$ cat config.mk
export PLATFORM = sky130hd
export DESIGN_NAME = seg_addr_unit
export DESIGN_NICKNAME = d
export VERILOG_FILES = /design/src/rtl/seg_addr_unit.sv
export SDC_FILE = /design/constraint.sdc
export NUM_CORES = 1
export LEC_CHECK = 0
export ABC_AREA = 1
export BUFFER_PORTS_ARGS = -buffer_cell sky130_fd_sc_hd__buf_2
export CORE_MARGIN = 5
export CORE_UTILIZATION = 40
export CTS_BUF_LIST = sky130_fd_sc_hd__clkbuf_16
export CTS_CLUSTER_DIAMETER = 40
export DETAILED_ROUTE_END_ITERATION = 7
export PLACE_DENSITY = 0.63
export RECOVER_POWER = 50
export SLEW_MARGIN = 30
export SYNTH_ARGS = -nofsm -noshare
export SYNTH_HDL_FRONTEND = slang
export SYNTH_SLANG_ARGS = --single-unit
$ cat constraint.sdc
create_clock -name clk -period 2.4 [get_ports clk]
set_input_delay 0.24 -clock clk [delete_from_list [all_inputs] [get_ports clk]]
set_output_delay 0.24 -clock clk [all_outputs]
set_load 0.01 [all_outputs]
$ cat src/rtl/seg_addr_unit.sv
module seg_addr_unit #(
  parameter int SEG_W = 16,
  parameter int OFF_W = 16,
  parameter int SHIFT = 4,
  parameter logic [SEG_W-1:0] RESET_CODE = '1,
  localparam int ADDR_W = SEG_W + SHIFT
) (
  input  logic              clk,
  input  logic              rst_n,
  input  logic              seg_wr_en,
  input  logic [1:0]        seg_wr_sel,
  input  logic [SEG_W-1:0]  seg_wr_data,
  input  logic              req,
  input  logic [2:0]        req_src,
  input  logic [OFF_W-1:0]  req_off,
  input  logic              ovr_en,
  input  logic [1:0]        ovr_seg,
  output logic [ADDR_W-1:0] addr_out,
  output logic              addr_valid
);
  localparam logic [1:0] SEL_EXTRA = 2'd0;
  localparam logic [1:0] SEL_CODE  = 2'd1;
  localparam logic [1:0] SEL_STACK = 2'd2;
  localparam logic [1:0] SEL_DATA  = 2'd3;

  localparam logic [2:0] SRC_IP = 3'd0;
  localparam logic [2:0] SRC_SI = 3'd1;
  localparam logic [2:0] SRC_DI = 3'd2;
  localparam logic [2:0] SRC_SP = 3'd3;
  localparam logic [2:0] SRC_BP = 3'd4;

  logic [SEG_W-1:0]  seg_q [4];
  logic [1:0]        dflt_sel;
  logic [1:0]        use_sel;
  logic              ovr_ok;
  logic [ADDR_W-1:0] sum;

  always_comb begin
    case (req_src)
      SRC_IP:         dflt_sel = SEL_CODE;
      SRC_SI:         dflt_sel = SEL_DATA;
      SRC_DI:         dflt_sel = SEL_EXTRA;
      SRC_SP, SRC_BP: dflt_sel = SEL_STACK;
      default:        dflt_sel = SEL_DATA;
    endcase
  end

  assign ovr_ok  = ovr_en && (req_src != SRC_IP) && (req_src != SRC_SP);
  assign use_sel = ovr_ok ? ovr_seg : dflt_sel;
  assign sum     = {seg_q[use_sel], {SHIFT{1'b0}}} + ADDR_W'(req_off);

  always_ff @(posedge clk or negedge rst_n) begin
    if (!rst_n) begin
      for (int i = 0; i < 4; i++)
        seg_q[i] <= (2'(i) == SEL_CODE) ? RESET_CODE : '0;
    end else if (seg_wr_en) begin
      seg_q[seg_wr_sel] <= seg_wr_data;
    end
  end

  always_ff @(posedge clk or negedge rst_n) begin
    if (!rst_n) begin
      addr_out   <= {RESET_CODE, {SHIFT{1'b0}}};
      addr_valid <= 1'b0;
    end else begin
      addr_valid <= req;
      if (req) addr_out <= sum;
    end
  end
endmodule

==> results of run 1 <==
[power groups by stage]
stage	sequential, mW	clock, mW	combinational [mW]
2_1_floorplan	1.99	0	0.726
3_3_place_gp	1.96	0	1.27
3_5_place_dp	1.97	0	1.30
4_1_cts	1.94	1.45	1.32
5_1_grt	1.99	1.51	1.73
6_report	1.96	1.42	1.55
[state kept, by name, summed over array words and instances (netlist names)]
| register | cells |
|---|---|
| seg_q | 64 |
| addr_out | 20 |
| addr_valid | 1 |
[cell families after synthesis]
| group | share of synthesized area |
|---|---|
| compound gates | 0.164 |
| xor+xnor | 0.0184 |
| fa+ha+maj | 0.0427 |
| buf+inv | 0.0576 |
| flops | 0.506 |
| simple gates | 0.212 |
[worst max path at each step]
stage	startpoint	endpoint	slack, ns	cells past startpoint
floorplan	req_src[2]	addr_out[14]	-0.16	19
global placement	req_src[2]	addr_out[16]	-0.46	14
detailed placement	req_src[2]	addr_out[16]	-0.56	14
CTS	req_src[2]	addr_out[15]	0.005	17
global route	ovr_en	addr_out[19]	-0.13	19
finish	req_src[2]	addr_out[15]	0.05	18
[cell type report]
type / instances / area [um^2] / share of cell area
multi-input combinational: 373 / 2200 / 0.379
sequential: 85 / 2170 / 0.374
timing repair buffer: 117 / 788 / 0.136
clock buffer: 9 / 225 / 0.0388
tap: 136 / 170 / 0.0293
inverter: 36 / 164 / 0.0283
clock inverter: 7 / 81.3 / 0.0140
timing repair inverter: 1 / 6.26 / 0.00108
[routing by layer]
layer / routed length (um) / part of all wire
met5: 0 / 0
met2: 5350 / 0.47
met1: 5140 / 0.46
met4: 138 / 0.012
met3: 659 / 0.058
[stage by stage]
step | cell area (um^2) | utilization
5_1_grt | 5800 | 0.559
2_1_floorplan | 4360 | -
4_1_cts | 5410 | 0.522
3_3_place_gp | 5070 | 0.489
6_report | 5800 | 0.559
3_5_place_dp | 5070 | 0.489
[cell usage after synthesis (2+ instances only)]
cell      number
nand3_2        4
xnor2_1        4
o21ai_0      103
dfstp_2       32
a21oi_1       11
inv_2          2
nand3_1       26
buf_6          2
buf_2          2
a21o_1         2
o22ai_1       12
xor2_1         5
nand2_1      141
dfrtp_1       53
inv_1         34
nand2_2        4
nor2_1        35
clkbuf_1      18
ha_1          13
nor2_2         3
[layout by cell type (no fill, tap or decap), drive strengths merged]
| cell | netlist | routed |
|---|---|---|
| nand2 | 145 | 145 |
| buf | 6 | 109 |
| o21ai | 104 | 104 |
| dfrtp | 53 | 53 |
| inv | 36 | 39 |
| nor2 | 38 | 38 |
| dfstp | 32 | 32 |
| nand3 | 30 | 30 |
| clkbuf | 18 | 16 |
| ha | 13 | 13 |
| o22ai | 12 | 12 |
| a21oi | 11 | 11 |
| xor2 | 5 | 5 |
| xnor2 | 4 | 4 |
| clkinv | 0 | 4 |
| a21o | 2 | 2 |
| nand4 | 2 | 2 |
| o21bai | 1 | 1 |
| a221oi | 1 | 1 |
| nand3b | 1 | 1 |
| a211oi | 1 | 1 |
| or2 | 1 | 1 |
| a21boi | 1 | 1 |
| fa | 1 | 1 |
| bufinv | 0 | 1 |
| dlygate4sd3 | 0 | 1 |
[repair_timing]
action / in CTS / in global routing
resized for setup: 5 / 86
hold buffers: 1 / 0
gates cloned: 0 / 1
pin swaps: 2 / 37
setup buffers: 0 / 10
endpoints found under the setup margin: 10 / 11
endpoints found under the hold margin: 19 / 0
[worst reg2reg max path: cells and delay by family, from the launching register on]
kind                       cells  cell delay [ns]
AOI/OAI and AO/OA              7             0.92
xor gates and xnor gates       1             0.14
adders and majority gates      1             0.30
DFF                            1             0.53
and+or+nand+nor                1             0.13
==> flow_summary.ini, run 1 <==
[outcome]
status = finished, final reports clean

[global_route]
grt_pass1_wl_um = 18200
antenna_found_initial = 0
grt_pass1_vias = 3812
grtUsageMet2 = 0.275
gr-usage-all-layers = 0.173
globalRouteOverflowTotal = 0
grt_max_degree = 47
met3_usage = 0.0361
grt.met1_usage = 0.242
top_usage_layer = met2

[die]
start_util = 0.413
placeableCoreArea_mm2 = 0.0104
die_w_um = 113
rows = 37
die_height_um = 113
die_area_mm2 = 0.0129
pin_count = 65

[sta]
fin_ws_ns = 0.0550
whs_ns = 0.112
skew_ns = 0.0110
fin_crit_sh = 0.977
finalCriticalPeriod_ns = 2.35
maxSlewHeadroom = 0.0780
setup_viol = 0
slew_violations = 0
tightest_slew_ns = 1.38
setup_tns_ns = 0
hold_viol = 0
fmax_mhz = 426

[routing]
avgRoutedWirePerCell_um = 14.8
drc = 0
postRouteAntennaNets = 0
wl_um = 11300
first_pass_iters = 5
drtIter0Drc = 265
via_per_inst = 5.06
vias = 3868

[setup_path]
cp_max_fo = 8
r2r_slack_ns = 0.27
cp_num_buf_inv = 4
worst_setup_path_start_kind = input pin
crit_path_cell_trace = buf_8 > inv_16 > nand2_4 > o21ai_1 > nand2_1 > nand2_4 > inv_8 > buf_12 > o21ai_4 > o22ai_2 > ha_1 > nand2_2 > a21oi_2 > a211oi_2 > nand3_2 > or2_2 > nand3_1 > nand2_1
crit_slowest_cell = ha_1
cp-end-kind = register
slowest_delay_ns = 0.36
arrival_ns = 2.61
r2r_start = seg_q[34]
critPathRequiredTime_ns = 2.66
rr_worst_depth = 10
cpLargestDelayFamily = simple AND/OR/NAND/NOR gates
rr_endpoint = addr_out[13]
path_class = input pin to register

[synthesis]
ys_seq_area_frac = 0.506
synth-main-ff-cell = dfrtp_1
synth_top_area_cell = dfrtp_1
ys_types = 32
async_flop_share = 1.00
ys_ff_latch = 85
ys_warn_count = 0
netlist_area_mm2 = 0.00428
synth_edf_count = 0
synthCells = 518
synth_top_area_frac = 0.310
syn-num-nets = 576
avgSynthCellArea_um2 = 8.27
ys_top_cells_by_area = dfrtp_1, dfstp_2, nand2_1, o21ai_0, ha_1

[power_and_ir_drop]
finalPower_mw = 4.93
p_leak_nw = 2.80
p_clk_frac = 0.289
pwr-share-comb = 0.314
p_seq_frac = 0.397
ir_worst_vdd_v = 0.000349
power.switching_mw = 1.58
power_density_mw_per_mm2 = 850
p_int_mw = 3.35
swShare = 0.320

[cells_and_area]
fin_cells = 764
drive_above_1_share = 0.368
fin_nets = 681
n_fill_cell = 948
syn_to_final_growth_pct = 35.4
antennaDiodeCount = 0

[placed_design]
dp_hpwl_um = 7590
port_buffers = 64
dp.cells = 736
place_ws_ns = -0.557
place.gp.congestion = 0.840

[clock_network]
cts_root_buffer = clkbuf_16
clock_latency_ns = 0.34
cts_tree = built
clkSinkCount = 85
htree_levels = 3
cts_buffer_depth = 2
clk_pin_slew_ns = 0.07
numCtsBuffers = 9

[min_path]
worstHoldStart = req_off[2]
min_delay_path_depth = 3
min_to = addr_out[2]
hold_path.class = input pin to register

[flow_run]
maxCapViolations = 0
Note: power is estimated with default switching activity, not from simulation.
==> run 2, diff against run 1 <==
- ABC_AREA: 1 -> default
==> run 2 against run 1 <==
  * The flow now finishes with violations (negative setup slack)
  * Sequential share of layout area decreased by 0.99 points
  * Die area up 2.3%
  * Clock power up 9%
  * Non-clock buffer count grew 14
  * Combinational power is 23% higher
  * Clock skew shrank 0.0047 ns
  * Critical path type unchanged
  * Critical endpoint is now addr_out[19]
  * Largest cell class unchanged
  * Highest routed layer unchanged
==> flow_summary.ini, run 2 <==
[die]
pin_count = 65
die_w_um = 115
rows = 38
die_area_mm2 = 0.0132
die_height_um = 115
placeableCoreArea_mm2 = 0.0108
start_util = 0.407

[cells_and_area]
syn_to_final_growth_pct = 35.7
antennaDiodeCount = 0
largest_reg_flops = 64
final_cell_mix = mux2_2, buf_2, buf_4
reg.largest.list = seg_q (64), addr_out (20), addr_valid (1)
largest_register = seg_q
fin_cells = 626
fin_nets = 539
fin_area_mm2 = 0.00596
final_common_cell = mux2_2
drive_above_1_share = 0.615

[sta]
setup_viol = 13
tightest_slew_ns = 1.16
fmax_mhz = 327
rsz0062_at_grt = yes
slew_violations = 0
skew_ns = 0.00637
maxSlewHeadroom = 0.228
finalCriticalPeriod_ns = 3.06
fin_crit_sh = 1.28
fin_ws_ns = -0.661
hold_viol = 0

[synthesis]
synthCells = 351
ys_warn_count = 0
ys_types = 44
synth.most_common_cell = mux2_2
ys_top_cells_by_area = dfrtp_1, mux2_2, dfstp_2, mux2i_1, ha_1
netlist_area_mm2 = 0.00439
syn-num-nets = 409
ys_seq_area_frac = 0.494
avgSynthCellArea_um2 = 12.5
async_flop_share = 1.00
synth_edf_count = 0
netlist_top_cells_count = mux2_2, dfrtp_1, dfstp_2, a21oi_1, nor2_1
synth_top_area_cell = dfrtp_1
synth-main-ff-cell = dfrtp_1
synth_top_area_frac = 0.302
ys_ff_latch = 85

[placed_design]
place_ws_ns = -1.13
place.gp.congestion = 0.813
dp_hpwl_um = 7160
postPlaceCellArea_mm2 = 0.00528
port_buffers = 64
dp.cells = 592

[routing]
drc = 0
avgRoutedWirePerCell_um = 16.4
via_per_inst = 5.02
drtIter0Drc = 87
wl_um = 10300
vias = 3144
first_pass_iters = 4
postRouteAntennaNets = 0

[global_route]
antenna_found_initial = 0
grt_pass1_wl_um = 16900
globalRouteOverflowTotal = 0
grt_max_degree = 42
gr-usage-all-layers = 0.164
grt_pass1_vias = 3341

[clock_network]
numCtsBuffers = 9
cts_tree = built
htree_levels = 3
cts_buffer_depth = 2
cts_root_buffer = clkbuf_16
clkSinkCount = 85
clock_latency_ns = 0.34
clk_pin_slew_ns = 0.06

[flow_run]
maxCapViolations = 0

[power_and_ir_drop]
pwr-share-comb = 0.346
power.switching_mw = 1.57
p_seq_frac = 0.373
ir_worst_vdd_v = 0.000420
swShare = 0.284
p_clk_frac = 0.281
power_density_mw_per_mm2 = 928
p_int_mw = 3.96
p_leak_nw = 2.66

[setup_path]
r2r_start = seg_q[32]
path_class = input pin to register
cp_max_fo = 4
critPathRequiredTime_ns = 2.66
rr_worst_depth = 12
cp_common_cell = nor2_4
arrival_ns = 3.32
rr_endpoint = addr_out[18]
worst_setup_path_start_kind = input pin
cpLargestDelayFamily = compound AO/OA/AOI/OAI gates
r2r_slack_ns = -0.33
crit_slowest_cell = or4_1
crit_path_cell_trace = buf_8 > nor2b_4 > o21ba_4 > nor2_4 > buf_12 > buf_6 > mux2_4 > nor2_4 > a21oi_4 > ha_4 > a21o_1 > nand4_1 > a31oi_4 > o21a_1 > o211ai_1 > or4_1 > a31oi_1
slowest_delay_ns = 0.40
cp-end-kind = register
path_depth = 17
cp_num_buf_inv = 3

[min_path]
min_to = addr_out[3]
worstHoldStart = req_off[3]
min_delay_path_depth = 2
hold_path.class = input pin to register

[outcome]
status = finished, violations left
violations = negative setup slack
## run 2: cell count changes in the layout (fill, tap and decap cells not counted), moves of 8 or more
cell / before / now
nor2_1: 31 / 16
o22ai_2: 8 / 0
nand2_1: 132 / 4
o21ai_2: 10 / 2
o21ai_1: 14 / 0
inv_1: 31 / 10
a21oi_1: 5 / 17
mux2_2: 0 / 84
o21ai_0: 79 / 6
nand2_2: 10 / 0
mux2i_1: 0 / 15
buf_4: 43 / 57
nand3_1: 20 / 9
## run 2: per-stage QoR
stage | hold slack (ns) | TNS, ns | total power [mW] | util
after detailed placement | 0.256 | -10.33 | 3.73 | 0.489
after floorplan | -0.0556 | -5.86 | 3.08 | -
after global placement | 0.248 | -9.72 | 3.68 | 0.489
final | 0.138 | -5.57 | 5.53 | 0.552
after CTS | 0.131 | -4.95 | 5.46 | 0.543
after global routing | 0.133 | -6.94 | 5.86 | 0.552
## run 2: final cells by class
type	instances	area, um^2
Sequential cell	85	2170
Inverter	7	26.3
Fill cell	919	4840
Timing Repair Buffer	131	871
Clock inverter	7	109
Tap cell	140	175
Clock buffer	9	225
Multi-Input combinational cell	247	2380
## run 2: repair_timing
action | CTS | global route
endpoints found under the hold margin | 29 | 0
pin swaps | 22 | 29
hold buffers | 1 | 0
gates resized for setup | 27 | 21
buffers inserted | 11 | 6
endpoints found under the setup margin | 13 | 14
cloned | 1 | 0
## run 2: power groups by stage
| stage | clock, mW | sequential, mW | combinational, mW |
|---|---|---|---|
| final | 1.55 | 2.06 | 1.91 |
| after global routing | 1.65 | 2.10 | 2.10 |
| after floorplan | 0 | 2.11 | 0.975 |
| after detailed placement | 0 | 2.08 | 1.66 |
| after CTS | 1.58 | 2.06 | 1.82 |
| after global placement | 0 | 2.06 | 1.63 |
## run 2: worst max-delay path by stage
stage | end | slack [ns] | start
floorplan | addr_out[19] | -0.78 | ovr_en
global route | addr_out[18] | -0.80 | req_src[2]
finish | addr_out[19] | -0.66 | ovr_en
global placement | addr_out[18] | -1.07 | ovr_en
detailed placement | addr_out[18] | -1.13 | ovr_en
CTS | addr_out[18] | -0.62 | ovr_en
## run 2: worst reg2reg max path: cells and delay by family, from the launching register on
kind / cells / cell delay (ns)
compound gates: 7 / 1.40
flops: 1 / 0.52
fa+ha+maj: 2 / 0.43
buf+inv: 2 / 0.25
mux: 1 / 0.06
## run 2: layer usage
metal	GRT usage	wire length, um
met1	0.218	4730
met2	0.270	5020
met3	0.0311	384
met4	0.0540	149
met5	0	0
## run 2: kinds of logic (layout without fill, tap and decap cells)
family	Yosys count	after routing	synth area share
AO/OA/AOI/OAI	57	57	0.0830
buffers and inverters	20	154	0.0180
flip-flops	85	85	0.494
multiplexers	108	108	0.273
XOR/XNOR	11	11	0.0220
AND/OR/NAND/NOR	56	57	0.0687
adder cells (fa/ha/maj)	14	14	0.0416
